### config.mk
export PLATFORM = sky130hd
export DESIGN_NAME = e1tx_fmt
export DESIGN_NICKNAME = d
export VERILOG_FILES = /design/src/rtl/e1tx_pkg.sv /design/src/rtl/e1tx_ctrl.sv /design/src/rtl/e1tx_dpath.sv /design/src/rtl/e1tx_fmt.sv
export SDC_FILE = /design/constraint.sdc
export NUM_CORES = 1
export LEC_CHECK = 0
export BUFFER_PORTS_ARGS = -buffer_cell sky130_fd_sc_hd__buf_2
export CORE_MARGIN = 2
export CORE_UTILIZATION = 52
export DETAILED_ROUTE_END_ITERATION = 8
export GPL_ROUTABILITY_DRIVEN = 0
export PLACE_DENSITY = 0.86
export SYNTH_ARGS = -nofsm -noshare
export SYNTH_HDL_FRONTEND = slang
export SYNTH_SLANG_ARGS = --single-unit
### constraint.sdc
create_clock -name clk -period 3.8 [get_ports clk]
set_clock_uncertainty 0.15 [all_clocks]
set_input_delay 0.19 -clock clk [delete_from_list [all_inputs] [get_ports clk]]
set_output_delay 0.19 -clock clk [all_outputs]
set_load 0.01 [all_outputs]
### src/rtl/e1tx_pkg.sv
package e1tx_pkg;
  localparam int SLOTS    = 32;
  localparam int BITS     = 8;
  localparam int FRAMES   = 16;
  localparam int NAT_N    = 5;
  localparam int XB_N     = 3;
  localparam int SIG_SLOT = 16;
  localparam int BIT_W    = $clog2(BITS);
  localparam int SLOT_W   = $clog2(SLOTS);
  localparam int FRM_W    = $clog2(FRAMES);
  localparam logic [BIT_W-1:0]  BIT_LAST  = BIT_W'(BITS - 1);
  localparam logic [SLOT_W-1:0] SLOT_LAST = SLOT_W'(SLOTS - 1);
  localparam logic [FRM_W-1:0]  FRM_LAST  = FRM_W'(FRAMES - 1);
  // MSB is sent first
  localparam logic [BITS-1:0] IDLE_CODE = 8'b1101_0101;
  localparam logic [BITS-2:0] FAS_WORD  = 7'b001_1011;

  typedef struct packed {
    logic [BIT_W-1:0]  bitIdx;
    logic [SLOT_W-1:0] slotIdx;
    logic [FRM_W-1:0]  frameIdx;
    logic              alignFrm;
    logic              mfFrm;
  } posStrb_t;
endpackage

### src/rtl/e1tx_ctrl.sv
module e1tx_ctrl
  import e1tx_pkg::*;
(
  input  logic     clk,
  input  logic     rstN,
  input  logic     frameSync,
  input  logic     mfSync,
  input  logic     alignOdd,
  output posStrb_t strb
);
  logic fsPrev, msPrev;
  logic fsRise, msRise;
  logic [BIT_W-1:0]  bitQ;
  logic [SLOT_W-1:0] slotQ;
  logic [FRM_W-1:0]  frmQ;
  logic [FRM_W-1:0]  frmNext;

  assign fsRise  = frameSync & ~fsPrev;
  assign msRise  = mfSync & ~msPrev;
  assign frmNext = (frmQ == FRM_LAST) ? '0 : frmQ + 1'b1;

  always_ff @(posedge clk) begin
    if (!rstN) begin
      fsPrev <= 1'b0;
      msPrev <= 1'b0;
      bitQ   <= '0;
      slotQ  <= '0;
      frmQ   <= '0;
    end else begin
      fsPrev <= frameSync;
      msPrev <= mfSync;
      if (msRise) begin
        bitQ  <= '0;
        slotQ <= '0;
        frmQ  <= '0;
      end else if (fsRise) begin
        bitQ  <= '0;
        slotQ <= '0;
        frmQ  <= frmNext;
      end else if (bitQ == BIT_LAST) begin
        bitQ <= '0;
        if (slotQ == SLOT_LAST) begin
          slotQ <= '0;
          frmQ  <= frmNext;
        end else begin
          slotQ <= slotQ + 1'b1;
        end
      end else begin
        bitQ <= bitQ + 1'b1;
      end
    end
  end

  always_comb begin
    strb.bitIdx   = bitQ;
    strb.slotIdx  = slotQ;
    strb.frameIdx = frmQ;
    strb.alignFrm = ~(frmQ[0] ^ alignOdd);
    strb.mfFrm    = (frmQ == '0);
  end
endmodule

### src/rtl/e1tx_dpath.sv
module e1tx_dpath
  import e1tx_pkg::*;
(
  input  logic              clk,
  input  logic              rstN,
  input  posStrb_t          strb,
  input  logic              serIn,
  input  logic              intlFromReg,
  input  logic              intlBit,
  input  logic              natFromReg,
  input  logic [NAT_N-1:0]  natBits,
  input  logic              remAlarm,
  input  logic              casMode,
  input  logic [XB_N-1:0]   extraBits,
  input  logic              mfAlarm,
  input  logic [SLOTS-1:0]  idleMask,
  input  logic              sigOnes,
  input  logic              allOnes,
  output logic              txOut,
  output logic              alignMark,
  output logic              mfMark
);
  logic [BIT_W-1:0] revIdx;
  logic inSlot0, inSig, nextBit;

  assign revIdx  = BIT_LAST - strb.bitIdx;
  assign inSlot0 = (strb.slotIdx == '0);
  assign inSig   = (strb.slotIdx == SLOT_W'(SIG_SLOT));

  always_comb begin
    nextBit = serIn;
    if (inSlot0) begin
      if (strb.bitIdx == '0)
        nextBit = intlFromReg ? intlBit : serIn;
      else if (strb.alignFrm)
        nextBit = FAS_WORD[revIdx];
      else if (strb.bitIdx == BIT_W'(1))
        nextBit = 1'b1;
      else if (strb.bitIdx == BIT_W'(2))
        nextBit = remAlarm;
      else
        nextBit = natFromReg ? natBits[revIdx] : serIn;
    end else if (inSig && casMode && strb.mfFrm) begin
      case (strb.bitIdx)
        BIT_W'(4): nextBit = extraBits[2];
        BIT_W'(5): nextBit = mfAlarm;
        BIT_W'(6): nextBit = extraBits[1];
        BIT_W'(7): nextBit = extraBits[0];
        default:   nextBit = 1'b0;
      endcase
    end
    if (idleMask[strb.slotIdx]) nextBit = IDLE_CODE[revIdx];
    if (sigOnes && inSig)       nextBit = 1'b1;
    if (allOnes)                nextBit = 1'b1;
  end

  always_ff @(posedge clk) begin
    if (!rstN) begin
      txOut     <= 1'b0;
      alignMark <= 1'b0;
      mfMark    <= 1'b0;
    end else begin
      txOut     <= nextBit;
      alignMark <= strb.alignFrm;
      mfMark    <= strb.mfFrm;
    end
  end
endmodule

### src/rtl/e1tx_fmt.sv
module e1tx_fmt
  import e1tx_pkg::*;
(
  input  logic              clk,
  input  logic              rstN,
  input  logic              serIn,
  input  logic              frameSync,
  input  logic              mfSync,
  input  logic              alignOdd,
  input  logic              intlFromReg,
  input  logic              intlBit,
  input  logic              natFromReg,
  input  logic [NAT_N-1:0]  natBits,
  input  logic              remAlarm,
  input  logic              casMode,
  input  logic [XB_N-1:0]   extraBits,
  input  logic              mfAlarm,
  input  logic [SLOTS-1:0]  idleMask,
  input  logic              sigOnes,
  input  logic              allOnes,
  output logic              txOut,
  output logic              alignMark,
  output logic              mfMark
);
  posStrb_t strb;

  e1tx_ctrl u_ctrl (
    .clk(clk), .rstN(rstN), .frameSync(frameSync), .mfSync(mfSync),
    .alignOdd(alignOdd), .strb(strb)
  );

  e1tx_dpath u_dpath (
    .clk(clk), .rstN(rstN), .strb(strb), .serIn(serIn),
    .intlFromReg(intlFromReg), .intlBit(intlBit),
    .natFromReg(natFromReg), .natBits(natBits), .remAlarm(remAlarm),
    .casMode(casMode), .extraBits(extraBits), .mfAlarm(mfAlarm),
    .idleMask(idleMask), .sigOnes(sigOnes), .allOnes(allOnes),
    .txOut(txOut), .alignMark(alignMark), .mfMark(mfMark)
  );
endmodule

# Word level (Yosys, flattened, before mapping)

Memory sizes are Yosys's and may differ from the RTL's.
Cells that the tools add are included.

Register bits: 17
ROM bits: 16
Input bits: 54
Memories: 2

Add/sub/neg operators: 4
$lt $le $gt $ge: 2
Equality and inequality tests: 9
Muxes and demuxes: 23
Bitwise operators: 7
Reduce and logical (&&, ||, !) cells: 12

Memory list:

| memory           | depth | bits a word | rd ports | clocked after memory_dff | write ports | line             | RTL |
|---|---|---|---|---|---|---|---|
| (name not given) | 8     | 1           | 1        | 0                        | 0           | e1tx_dpath.sv:52 | `if (idleMask[strb.slotIdx]) nextBit = IDLE_CODE[revIdx];` |
| (name not given) | 8     | 1           | 1        | 0                        | 0           | e1tx_dpath.sv:36 | `nextBit = FAS_WORD[revIdx];` |

Operators by type and width:

| cell                                                | number |
|---|---|
| two-way mux 4 bit                                   | 4 |
| two-way mux 1 bit                                   | 15 |
| equality test 3 bit, second input constant          | 4 |
| equality test 5 bit, second input constant          | 2 |
| < comparator 5 x 6 -> 1 bit, second input constant  | 1 |
| adder 5 x 1 -> 5 bit, second input constant         | 1 |
| binary-select mux 1 bit (select 5 bit)              | 1 |
| logical NOT 5 bit                                   | 1 |
| two-way mux 5 bit                                   | 1 |
| adder 4 x 1 -> 4 bit, second input constant         | 1 |
| equality test 4 bit, second input constant          | 1 |
| logical NOT 4 bit                                   | 1 |
| < comparator 3 x 4 -> 1 bit, second input constant  | 1 |
| inverter 1 bit                                      | 4 |
| one-hot mux 1 bit (4 select lines)                  | 1 |
| nonzero test 2 bit                                  | 2 |
| OR reduction 4 bit                                  | 1 |
| adder 3 x 1 -> 3 bit, second input constant         | 1 |
| binary-select mux 1 bit (select 3 bit)              | 1 |
| equality test 3 x 1 -> 1 bit, second input constant | 1 |
| equality test 3 x 2 -> 1 bit, second input constant | 1 |
| logical AND 1 bit                                   | 3 |
| logical NOT 3 bit                                   | 1 |
| OR reduction 3 bit                                  | 1 |
| 5 further kinds                                     | 6 |

# Depth between registers and ports, before layout

Gate-level depths: netlist (run 1).

Word-level depth: 12
Depth in mapped cells: 10

# Cells and area by module

From an unflattened synthesis (run 1), not the netlist that was laid out.

Cells, all modules: 151
Area total of the unflattened synthesis: 1,312.5 µm²

By module, submodules not included:

| module     | times used | cells an instance | area an instance (µm²) |
|---|---|---|---|
| e1tx_ctrl  | 1          | 72                | 685.7 |
| e1tx_dpath | 1          | 79                | 626.9 |

# Least setup slack after synthesis (run 1)

Ideal clock, no wire load.

Path kind: register -> register
Start: reg u_ctrl.slotQ[0]
End: reg u_dpath.txOut
Setup time: 0.120 ns
Arrival time: 2.091 ns
Required time: 3.530 ns
Path slack: 1.440 ns
Cell stages (with the launch flop): 11
Buffers on the path: 2
Period minus slack after synthesis: 2.360 ns
Cell sequence: dfxtp_1 buf_4 clkbuf_4 inv_2 ha_1 or3b_4 a311oi_2 o211ai_1 a21o_1 o211a_1 a211o_1

Cells in the longest elaborated chain, start to end: 8
Elaborated cells between the ends (all ways): 12
Classes of those cells: 1 x eq/ne; 7 x mux; 4 x reduce/logical

Ends and longest elaborated chain:

| what                                                                                           | line             | RTL |
|---|---|---|
| from (decl)                                                                                    | e1tx_ctrl.sv:14  | `logic [SLOT_W-1:0] slotQ;` |
| from (signal assigned)                                                                         | e1tx_ctrl.sv:46  | `slotQ <= slotQ + 1'b1;` |
| parallel branches: the longest is 6 deep, another holds binary-select mux 1 bit (select 5 bit) | --               |  |
| two-way mux 1 bit *                                                                            | e1tx_dpath.sv:53 | `if (sigOnes && inSig) nextBit = 1'b1;` |
| two-way mux 1 bit *                                                                            | e1tx_dpath.sv:54 | `if (allOnes) nextBit = 1'b1;` |
| to (signal assigned)                                                                           | e1tx_dpath.sv:63 | `txOut <= nextBit;` |
| to (decl)                                                                                      | e1tx_dpath.sv:19 | `output logic txOut,` |

Every way passes the cells marked *. The select of a mux whose other input is x is not followed.
A chain may end at the register's enable or synchronous reset.

# Worst setup path in the final report (run 1)

Start: reg u_ctrl.slotQ[2]
End: reg u_dpath.txOut

Same word-level chain as after synthesis.

==> results of run 1 <==
## through the flow
stage	setup slack [ps]	cells	utilization (%)	area, sq um	total power, mW
global placement	1320	232	67.0	1690	0.271
detailed placement	1270	232	67.0	1690	0.276
CTS	1230	238	68.8	1740	0.375
global route	1060	238	68.8	1740	0.389
finish	1180	238	68.8	1740	0.374
floorplan	1440	152	-	1420	0.234
## routing by layer
layer / share of wire [%] / wire length [microns]
met1: 38 / 1380
met4: 1.3 / 48
met2: 56 / 2040
met5: 0 / 0
met3: 5.2 / 190
## tightest hold or removal path, stage by stage
cell	delay, ps
sky130_fd_sc_hd__buf_2	140
sky130_fd_sc_hd__nand2_1	70
sky130_fd_sc_hd__nor3_1	30
## power by group through the flow
stage / Combinational (mW) / Sequential (mW) / Clock [mW]
floorplan: 0.0412 / 0.193 / 0
global placement: 0.0787 / 0.192 / 0
detailed placement: 0.0832 / 0.193 / 0
CTS: 0.0858 / 0.188 / 0.101
global route: 0.0944 / 0.189 / 0.105
finish: 0.0863 / 0.188 / 0.0992
## final cells by class
class / count / area [sq um]
tap: 30 / 37.5
sequential: 17 / 340
inverter: 9 / 33.8
timing repair buffer: 58 / 300
fill: 202 / 786
multi-input combinational: 120 / 998
clock buffer: 4 / 26.3
## flip-flops by register name (all words and copies together) (netlist names)
name,flops
u_dpath.mfMark,1
u_ctrl.slotQ,5
u_ctrl.frmQ,4
u_dpath.alignMark,1
u_ctrl.bitQ,3
u_ctrl.msPrev,1
u_ctrl.fsPrev,1
u_dpath.txOut,1
## timing repair
| action | CTS | global route |
|---|---|---|
| endpoints found under the setup margin | 0 | 0 |
| hold buffers | 2 | 0 |
| gates resized for setup | 0 | 0 |
| endpoints found under the hold margin | 2 | 0 |
## synthesized netlist by cell type (2+ instances only)
cell and number:
sky130_fd_sc_hd__dfxtp_1 17, sky130_fd_sc_hd__ha_1 10, sky130_fd_sc_hd__nand2_1 10, sky130_fd_sc_hd__nor2_1 9, sky130_fd_sc_hd__nor3_1 8, sky130_fd_sc_hd__a21oi_1 7, sky130_fd_sc_hd__inv_1 7, sky130_fd_sc_hd__mux4_2 7
sky130_fd_sc_hd__mux2i_1 6, sky130_fd_sc_hd__and2_1 5, sky130_fd_sc_hd__mux2_1 5, sky130_fd_sc_hd__nand2b_1 5, sky130_fd_sc_hd__o211ai_1 4, sky130_fd_sc_hd__o21ai_0 4, sky130_fd_sc_hd__nor2b_1 3, sky130_fd_sc_hd__nor3b_1 3
sky130_fd_sc_hd__o21ai_1 3, sky130_fd_sc_hd__xnor2_1 3, sky130_fd_sc_hd__a211oi_1 2, sky130_fd_sc_hd__a31oi_1 2, sky130_fd_sc_hd__buf_6 2, sky130_fd_sc_hd__inv_2 2, sky130_fd_sc_hd__mux2_2 2, sky130_fd_sc_hd__o22ai_1 2
sky130_fd_sc_hd__xor2_1 2
## logic make-up (layout without fill, tap and decap cells)
kind of cell	after synthesis	after routing
and+or+nand+nor	50	50
DFF	17	17
buffers and inverters	15	71
AOI/OAI and AO/OA	34	34
muxes	21	21
xor gates and xnor gates	5	5
adders and majority gates	10	10
## final timing paths
path / to / slack (ps) / cells after the start
min: u_dpath.mfMark$_SDFF_PN0_ / 20 / 3
max: u_dpath.txOut$_SDFF_PN0_ / 1180 / 6
max reg2reg: u_dpath.txOut$_SDFF_PN0_ / 1180 / 6
min reg2reg: u_dpath.mfMark$_SDFF_PN0_ / 360 / 1
==> impl_metrics.csv, run 1 <==
group,metric,value,unit
outcome,outcome,"completed",
routing,dr.first_iter.drc_count,42,
cts,tritoncts_clock_tree,"yes",
die,floorplan.initialDensity,56.3,%
die,floorplan.rows,18,
worst_setup_path,timing_worst_setup_path_type,"flip-flop to flip-flop",
routing,num_vias,1394,
worst_setup_path,cp_slowest_cell,"sky130_fd_sc_hd__dfxtp_1",
global_route,vias_in_the_first_global_route,1379,
global_route,use_met1,25.7,%
synthesis,synth_fp_nets,216,
cells_and_area,mostFrequentLayoutCell,"sky130_fd_sc_hd__buf_2",
cts,insertion_delay,300,ps
power_and_ir_drop,power_density,215,nW/um^2
global_route,pin_count_of_the_biggest_net_entering_global_routing,21,
synthesis,mappedNetlistArea,1420,sq um
worst_setup_path,critPathArrivalTime,2670,ps
hold_path,hold_class,"primary input to flip-flop",
synthesis,yosysTopAreaCell,"sky130_fd_sc_hd__dfxtp_1",
worst_setup_path,worst_setup_path_end_kind,"flip-flop",
cts,path_clk_slew,100,ps
routing,drt.antenna.violating_nets,0,
sta,setup_repair_after_global_routing_missed_its_margin,"false",
worst_setup_path,path_common_cell,"sky130_fd_sc_hd__nor3_1",
routing,drt-wirelength-per-cell,15.4,microns
sta,worst_hold_slack,19.9,ps
synthesis,yosys.area_share.simple,19.0,%
worst_setup_path,critPathMaxStageDelay,880,ps
worst_setup_path,worstSetupStartpointType,"flip-flop",
worst_setup_path,path_cells,"mux4_1, mux2i_1, o21ai_1, nor3_1, nor3_1, a211o_1",
synthesis,netlist_top_cells_area,"sky130_fd_sc_hd__dfxtp_1 (24%), sky130_fd_sc_hd__mux4_2 (11%), sky130_fd_sc_hd__ha_1 (8.8%), sky130_fd_sc_hd__mux2i_1 (4.2%), sky130_fd_sc_hd__mux2_1 (4.0%)",
cells_and_area,antenna_cells,0,
worst_setup_path,cp_data_required_time,3840,ps
routing,drt-pass1-iter-count,4,
global_route,gr-usage-met3,5.12,%
power_and_ir_drop,comb_power_share,23.1,%
global_route,first_pass_grt_wire_length,6020,microns
worst_setup_path,critical-path-top-delay-family,"flip-flops",
synthesis,yosysUniqueCellTypes,47,
global_route,groute.layer.met2.usage,44.7,%
hold_path,min_from,"rstN",
synthesis,synth-adder-area-share,8.82,%
synthesis,yosys.area_share.xor_xnor,3.09,%
worst_setup_path,worstSetupStartpoint,"u_ctrl.slotQ[2]$_SDFFE_PP0N_",
die,die_y,56.2,microns
sta,final-max-slew-violation-count,0,
die,floorplan.die_area,3160,sq um
sta,worst-slew-pin-transition,843,ps
synthesis,syn-mean-instance-area,9.33,sq um
die,pin_count,57,
routing,drcViolationCount,0,
die,chipWidth,56.2,microns
synthesis,ys_seq_area_share,24.0,%
cells_and_area,nNetsFinal,273,
sta,setup_viol,0,
cts,number_of_buffers_created_by_cts,3,
placement,dp.final_hpwl,2890,microns
placement,portBuffers,56,
synthesis,syn-instance-count,152,
cells_and_area,post_route_cells_drive_above_1_share,35.1,%
worst_setup_path,cp_max_fo,20,
synthesis,synthArstFlopShare,0,%
synthesis,muxShareOfSynthArea,22.8,%
sta,achievable-frequency,381,MHz
synthesis,synth_top_family_by_area,"multiplexers",
cts,htreeDepth,1,
global_route,globalRouteTotalUtil,23.7,%
worst_setup_path,worst_path_bufs_invs,0,
cts,cts_max_path_buffers,2,
worst_setup_path,critical_path.reg2reg.startpoint,"u_ctrl.slotQ[2]$_SDFFE_PP0N_",
cells_and_area,mostFrequentLayoutCells,"sky130_fd_sc_hd__buf_2 (56), sky130_fd_sc_hd__dfxtp_1 (17), sky130_fd_sc_hd__nand2_1 (10), sky130_fd_sc_hd__ha_1 (10), sky130_fd_sc_hd__nor2_1 (9)",
sta,final.setup.tns,0,ps
power_and_ir_drop,internal-power,0.273,mW
power_and_ir_drop,power.switching,0.100,mW
synthesis,synth-main-ff-cell,"sky130_fd_sc_hd__dfxtp_1",
power_and_ir_drop,seq_power_share,50.4,%
power_and_ir_drop,share_clk_of_total_power,26.5,%
global_route,residual_overflow_from_global_routing,0,
sta,post-route-period-util,69.1,%
sta,hold_violations,0,
cts,clkSinkCount,17,
power_and_ir_drop,power_leakage,0.751,nW
sta,max_slew_margin,43.7,%
synthesis,synth-edff-count,0,
sta,layout_min_cycle_time,2620,ps
synthesis,yosys_warnings,0,
synthesis,synth_compound_area_share,16.8,%
cells_and_area,flow.area_growth_from_synthesis,22.4,%
flow_run,maxCapViolations,0,
routing,route.detailed.vias_per_inst,5.86,
cts,cts_root_buf,"sky130_fd_sc_hd__clkbuf_4",
global_route,antenna_found_initial,0,
global_route,global_route.peak_usage_layer,"met2",
synthesis,synth.ff_latch_count,17,
routing,routed_wirelength,3650,microns
cts,cts_post_setup_buffers_inserted,0,
power_and_ir_drop,vdd_drop_max,0.214,mV
synthesis,yosys.area.top_type_share,24.0,%
die,fp.coreArea,2520,sq um
power_and_ir_drop,power_switching_share,26.9,%
Power figures use the tool's default switching activity.
==> inputs of run 2 (changes only) <==
- ABC_AREA: not set -> 1
- CORE_UTILIZATION: 52 -> 43
- PLACE_DENSITY: 0.86 -> 0.76
- clock period: 3.8 -> 2.4 ns (I/O delays scaled with it)
==> impl_metrics.csv, run 2 <==
group,metric,value,unit
synthesis,syn-mean-instance-area,5.81,sq um
synthesis,yosys_warnings,0,
worst_setup_path,worst_setup_path_end_kind,"flip-flop",
synthesis,synth_commonest_cells,"sky130_fd_sc_hd__nand2_1 (71), sky130_fd_sc_hd__nand3_1 (37), sky130_fd_sc_hd__nor2_1 (32)",
worst_setup_path,critPathMaxStageDelay,580,ps
cells_and_area,final-instance-count-excl-fill,346,
cts,cts_root_buf,"sky130_fd_sc_hd__clkbuf_4",
placement,dp.final_hpwl,2620,microns
synthesis,yosysUniqueCellTypes,20,
die,floorplan.initialDensity,45.5,%
worst_setup_path,critPathArrivalTime,2020,ps
global_route,first_pass_grt_wire_length,5350,microns
synthesis,ys_seq_area_share,24.3,%
synthesis,synth.ff_latch_count,17,
routing,drt.antenna.violating_nets,0,
routing,drt-pass1-iter-count,4,
cells_and_area,design_area,1800,sq um
worst_setup_path,worstSetupStartpointType,"flip-flop",
placement,place_area,1710,sq um
synthesis,syn-instance-count,241,
power_and_ir_drop,power_density,325,nW/um^2
synthesis,yosys.area.top_type_share,24.3,%
cells_and_area,registers.top_by_ff_count,"u_ctrl.slotQ",
cells_and_area,largestRegisters,"u_ctrl.slotQ (5), u_ctrl.frmQ (4), u_ctrl.bitQ (3)",
sta,post-route-period-util,82.4,%
cells_and_area,antenna_cells,0,
worst_setup_path,cp_slowest_cell,"sky130_fd_sc_hd__dfxtp_1",
global_route,globalRouteTotalUtil,18.7,%
synthesis,yosysTopAreaCell,"sky130_fd_sc_hd__dfxtp_1",
power_and_ir_drop,power_leakage,0.977,nW
routing,drt-wirelength-per-cell,9.47,microns
cells_and_area,largest_register_ffs,5,
cts,tritoncts_clock_tree,"yes",
outcome,outcome,"completed",
global_route,antenna_found_initial,0,
sta,worst_hold_slack,53.8,ps
die,floorplan.die_area,3730,sq um
synthesis,synth-main-ff-cell,"sky130_fd_sc_hd__dfxtp_1",
power_and_ir_drop,vdd_drop_max,0.254,mV
sta,post-route-worst-setup-slack,423,ps
placement,pre_cts_slack,456,ps
flow_run,maxCapViolations,0,
worst_setup_path,cp_data_required_time,2440,ps
cells_and_area,nNetsFinal,367,
synthesis,netlist_top_cells_area,"sky130_fd_sc_hd__dfxtp_1 (24%), sky130_fd_sc_hd__nand2_1 (19%), sky130_fd_sc_hd__nand3_1 (13%), sky130_fd_sc_hd__ha_1 (8.9%), sky130_fd_sc_hd__nor2_1 (8.6%)",
die,floorplan.rows,20,
global_route,pin_count_of_the_biggest_net_entering_global_routing,21,
power_and_ir_drop,report.power.total,0.583,mW
worst_setup_path,worst-r2r-setup-slack,420,ps
global_route,vias_in_the_first_global_route,1368,
synthesis,mappedNetlistArea,1400,sq um
die,die_y,61.1,microns
synthesis,synth-edff-count,0,
sta,setup_repair_after_global_routing_missed_its_margin,"false",
worst_setup_path,timing_worst_setup_path_type,"flip-flop to flip-flop",
die,fp.coreArea,3080,sq um
cts,clkSinkCount,17,
sta,worst-slew-pin-transition,410,ps
sta,hold_violations,0,
placement,portBuffers,56,
worst_setup_path,path_cells,"ha_1, nand2_1, nor2_1, ha_1, a21oi_2, inv_1, and3_1, nand2_1, nand2_1, a21oi_1",
synthesis,synthArstFlopShare,0,%
sta,final.setup.tns,0,ps
sta,max_slew_margin,72.6,%
global_route,residual_overflow_from_global_routing,0,
cells_and_area,post_route_cells_drive_above_1_share,22.2,%
cells_and_area,post_layout_utilization_of_the_core,58.3,%
die,pin_count,57,
sta,achievable-frequency,506,MHz
routing,route.detailed.vias_per_inst,4.62,
cts,htreeDepth,1,
cts,number_of_buffers_created_by_cts,3,
routing,drcViolationCount,0,
sta,final-max-slew-violation-count,0,
worst_setup_path,cp_max_fo,12,
cells_and_area,mostFrequentLayoutCell,"sky130_fd_sc_hd__nand2_1",
cts,insertion_delay,290,ps
sta,setup_viol,0,
sta,layout_min_cycle_time,1980,ps
synthesis,most_frequently_used_cell_type_in_the_post_synthesis_netlist,"sky130_fd_sc_hd__nand2_1",
routing,routed_wirelength,3280,microns
routing,dr.first_iter.drc_count,92,
cts,path_clk_slew,90,ps
worst_setup_path,critical-path-top-delay-family,"flip-flops",
cts,cts_max_path_buffers,2,
cells_and_area,mostFrequentLayoutCells,"sky130_fd_sc_hd__nand2_1 (71), sky130_fd_sc_hd__buf_2 (56), sky130_fd_sc_hd__nand3_1 (37)",
die,chipWidth,61.1,microns
worst_setup_path,worst_path_bufs_invs,1,
routing,num_vias,1597,
synthesis,synth_fp_nets,305,
cells_and_area,flow.area_growth_from_synthesis,28.1,%
worst_setup_path,path_common_cell,"sky130_fd_sc_hd__nand2_1",
hold_path,hold_class,"primary input to flip-flop",
placement,placed_cells,336,
[run 2: cell types whose count changed after synthesis, sizes merged, moves of 4 or more]
cell    before  now
nor2         9   32
mux4         8    0
nand2       10   71
mux2         7    0
inv          9   31
nand2b       5    0
nand3        1   37
and2         5    0
o211ai       4    0
a21oi        7   17
mux2i        6    0
nor3         8    4
[run 2: final cells by class]
| cell class | count | area [sq um] |
|---|---|---|
| clock inverter | 1 | 5.00 |
| fill | 311 | 1280 |
| timing repair buffer | 63 | 348 |
| sequential | 17 | 340 |
| inverter | 32 | 121 |
| tap | 44 | 55.1 |
| multi-input combinational | 186 | 903 |
| clock buffer | 3 | 22.5 |
[run 2: cell families after synthesis]
family / after synthesis / share of synthesized area [%]
and+or+nand+nor: 148 / 44.0
buffers and inverters: 38 / 11.2
AOI/OAI and AO/OA: 25 / 9.64
DFF: 17 / 24.3
adders and majority gates: 10 / 8.93
xor gates and xnor gates: 3 / 1.88
[run 2: power breakdown]
| group | switching, mW | internal [mW] |
|---|---|---|
| logic | 0.0644 | 0.0693 |
| clock network | 0.0888 | 0.0621 |
| registers | 0.00698 | 0.292 |
| total | 0.160 | 0.423 |
[run 2: per-layer routing]
layer | GRT usage, % | routed length [microns] | vias up | share of wire (%)
li1 | - | - | 888 | -
met1 | 23.7 | 1480 | 660 | 45
met2 | 32.7 | 1550 | 44 | 47
met3 | 1.68 | 193 | 5 | 5.9
met4 | 7.14 | 47 | 0 | 1.4
met5 | 0 | 0 | - | 0
[run 2: worst register-to-register path, stage by stage (launching register included)]
cell,delay (ps)
sky130_fd_sc_hd__dfxtp_1,580
sky130_fd_sc_hd__ha_1,250
sky130_fd_sc_hd__nand2_1,60
sky130_fd_sc_hd__nor2_1,100
sky130_fd_sc_hd__ha_1,180
sky130_fd_sc_hd__a21oi_2,90
sky130_fd_sc_hd__inv_1,120
sky130_fd_sc_hd__and3_1,180
sky130_fd_sc_hd__nand2_1,50
sky130_fd_sc_hd__nand2_1,80
sky130_fd_sc_hd__a21oi_1,50
[run 2: what timing repair did]
item | 4_1_cts | 5_1_grt
hold buffers | 6 | 0
hold endpoints to repair | 4 | 0
setup endpoints to repair | 0 | 0
gates resized for setup | 0 | 0
buffers inserted | 0 | 0
[run 2: final timing paths]
check                                 to                         start  depth (start not counted)
max          u_ctrl.frmQ[0]$_SDFFE_PP0P_  u_ctrl.slotQ[1]$_SDFFE_PP0N_                         10
min             u_dpath.txOut$_SDFF_PN0_                       allOnes                          6
max reg2reg  u_ctrl.frmQ[0]$_SDFFE_PP0P_  u_ctrl.slotQ[1]$_SDFFE_PP0N_                         10
min reg2reg  u_ctrl.frmQ[1]$_SDFFE_PP0P_   u_ctrl.frmQ[1]$_SDFFE_PP0P_                          2
==> inputs of run 3 (changes only) <==
- CORE_UTILIZATION: 43 -> 48
- PLACE_DENSITY: 0.76 -> 0.81
- clock period: 2.4 -> 1.9 ns (I/O delays scaled with it)
==> impl_metrics.csv, run 3 (synthesized netlist as in run 2, its figures left out) <==
group,metric,value,unit
outcome,outcome,"completed",
placement,portBuffers,56,
placement,placed_cells,328,
global_route,globalRouteTotalUtil,20.3,%
cells_and_area,mostFrequentLayoutCell,"sky130_fd_sc_hd__nand2_1",
worst_setup_path,critical-path-top-delay-family,"flip-flops",
die,floorplan.initialDensity,50.8,%
power_and_ir_drop,share_clk_of_total_power,26.1,%
cells_and_area,antenna_cells,0,
routing,num_vias,1619,
routing,routed_wirelength,3380,microns
sta,achievable-frequency,568,MHz
worst_setup_path,cp_data_required_time,1950,ps
sta,setup_repair_after_global_routing_missed_its_margin,"false",
sta,max_slew_margin,73.7,%
power_and_ir_drop,power_switching_share,27.9,%
power_and_ir_drop,comb_power_share,23.2,%
worst_setup_path,worst-r2r-setup-slack,140,ps
power_and_ir_drop,internal-power,0.536,mW
cells_and_area,mostFrequentLayoutCells,"sky130_fd_sc_hd__nand2_1 (71), sky130_fd_sc_hd__buf_2 (56), sky130_fd_sc_hd__nand3_1 (37)",
die,fp.coreArea,2760,sq um
sta,final-max-slew-violation-count,0,
global_route,first_pass_grt_wire_length,5500,microns
cells_and_area,registers.top_by_ff_count,"u_ctrl.slotQ",
cells_and_area,n_fill_cell,271,
sta,worst-slew-pin-transition,393,ps
routing,drt-wirelength-per-cell,10.0,microns
sta,final.setup.tns,0,ps
routing,dr.first_iter.drc_count,108,
hold_path,min_from,"allOnes",
sta,post-route-worst-setup-slack,141,ps
placement,pre_cts_slack,73.2,ps
worst_setup_path,timing_worst_setup_path_type,"flip-flop to flip-flop",
cts,cts_max_path_buffers,2,
routing,drt-pass1-iter-count,4,
sta,setup_viol,0,
worst_setup_path,path_common_cell,"sky130_fd_sc_hd__nor2_1",
worst_setup_path,critical_path.reg2reg.startpoint,"u_ctrl.bitQ[0]$_SDFF_PP0_",
cells_and_area,nNetsFinal,372,
die,floorplan.rows,19,
placement,dp.final_hpwl,2700,microns
cts,number_of_buffers_created_by_cts,3,
worst_setup_path,worst_path_bufs_invs,2,
cts,insertion_delay,290,ps
cts,clkSinkCount,17,
worst_setup_path,path_cells,"inv_1, ha_1, a21oi_1, o21ai_0, inv_1, nand2_1, a21oi_1, nor2_1, nor2_1, nor2_1",
cells_and_area,post_route_cells_drive_above_1_share,23.8,%
cells_and_area,final-instance-count-excl-fill,338,
global_route,residual_overflow_from_global_routing,0,
routing,drt.antenna.violating_nets,0,
power_and_ir_drop,power_leakage,1.00,nW
routing,route.detailed.vias_per_inst,4.79,
power_and_ir_drop,power_density,409,nW/um^2
worst_setup_path,worstSetupStartpointType,"flip-flop",
hold_path,hold_class,"primary input to flip-flop",
sta,post-route-period-util,92.6,%
die,floorplan.die_area,3370,sq um
worst_setup_path,critPathMaxStageDelay,420,ps
die,pin_count,57,
power_and_ir_drop,seq_power_share,50.8,%
flow_run,maxCapViolations,0,
die,die_y,58.0,microns
worst_setup_path,worst_setup_path_end_kind,"flip-flop",
cells_and_area,flow.area_growth_from_synthesis,29.7,%
cts,cts_post_setup_buffers_inserted,0,
power_and_ir_drop,vdd_drop_max,0.482,mV
global_route,vias_in_the_first_global_route,1402,
cts,path_clk_slew,100,ps
worst_setup_path,cp_slowest_cell,"sky130_fd_sc_hd__dfxtp_2",
cells_and_area,largest_register_ffs,5,
routing,drcViolationCount,0,
global_route,antenna_found_initial,0,
cts,tritoncts_clock_tree,"yes",
sta,layout_min_cycle_time,1760,ps
cells_and_area,largestRegisters,"u_ctrl.slotQ (5), u_ctrl.frmQ (4), u_ctrl.bitQ (3)",
worst_setup_path,critPathArrivalTime,1810,ps
global_route,pin_count_of_the_biggest_net_entering_global_routing,20,
cts,htreeDepth,1,
worst_setup_path,cp_max_fo,8,
sta,hold_violations,0,
cts,cts_root_buf,"sky130_fd_sc_hd__clkbuf_4",
power_and_ir_drop,power.switching,0.208,mW
worst_setup_path,worstSetupStartpoint,"u_ctrl.bitQ[0]$_SDFF_PP0_",
cells_and_area,post_layout_utilization_of_the_core,65.9,%
die,chipWidth,58.0,microns
[run 3: changes by cell type in the layout (fill, tap and decap cells not counted)]
cell	before	now
sky130_fd_sc_hd__dfxtp_2	0	1
sky130_fd_sc_hd__buf_4	1	6
sky130_fd_sc_hd__dfxtp_1	17	16
[run 3: final timing paths]
check,to,cells after the start
max,u_dpath.txOut$_SDFF_PN0_,10
min,u_dpath.txOut$_SDFF_PN0_,6
max reg2reg,u_dpath.txOut$_SDFF_PN0_,10
min reg2reg,u_ctrl.frmQ[1]$_SDFFE_PP0P_,2
[run 3: layer usage]
metal | GRT usage [%] | vias up | part of all wire, %
met4 | 5.98 | 0 | 1.1
li1 | - | 898 | -
met2 | 36.4 | 45 | 47
met5 | 0 | - | 0
met1 | 25.8 | 671 | 47
met3 | 1.56 | 5 | 5.2
[run 3: power groups by stage]
stage / sequential (mW) / combinational [mW] / clock, mW
4_1_cts: 0.377 / 0.172 / 0.195
2_1_floorplan: 0.386 / 0.0799 / 0
3_3_place_gp: 0.385 / 0.160 / 0
6_report: 0.378 / 0.172 / 0.194
3_5_place_dp: 0.385 / 0.162 / 0
5_1_grt: 0.379 / 0.197 / 0.208
[run 3: tightest hold or removal path: cells and delay by family]
family | cells | cell delay [ps]
AO/OA/AOI/OAI | 1 | 80
buffers and inverters | 2 | 120
AND/OR/NAND/NOR | 3 | 160
[run 3: layout make-up]
cell class / instances / area, sq um / area share (%)
Sequential cell: 17 / 342 / 18.8
Multi-Input combinational cell: 186 / 903 / 49.7
Inverter: 32 / 121 / 6.68
Timing Repair Buffer: 68 / 385 / 21.2
Clock inverter: 1 / 5.00 / 0.275
Tap cell: 31 / 38.8 / 2.13
Clock buffer: 3 / 22.5 / 1.24
[run 3: what timing repair did]
| action | in CTS | in global routing |
|---|---|---|
| endpoints found under the hold margin | 6 | 0 |
| endpoints found under the setup margin | 0 | 1 |
| hold buffers | 6 | 0 |
| resized for setup | 0 | 1 |
[run 3: per-stage QoR]
step	hold slack, ps	cell area, sq um	power [mW]
finish	38.9	1820	0.744
global route	60.7	1820	0.784
CTS	39.1	1820	0.745
detailed placement	153	1730	0.547
global placement	149	1730	0.545
floorplan	38.5	1400	0.466
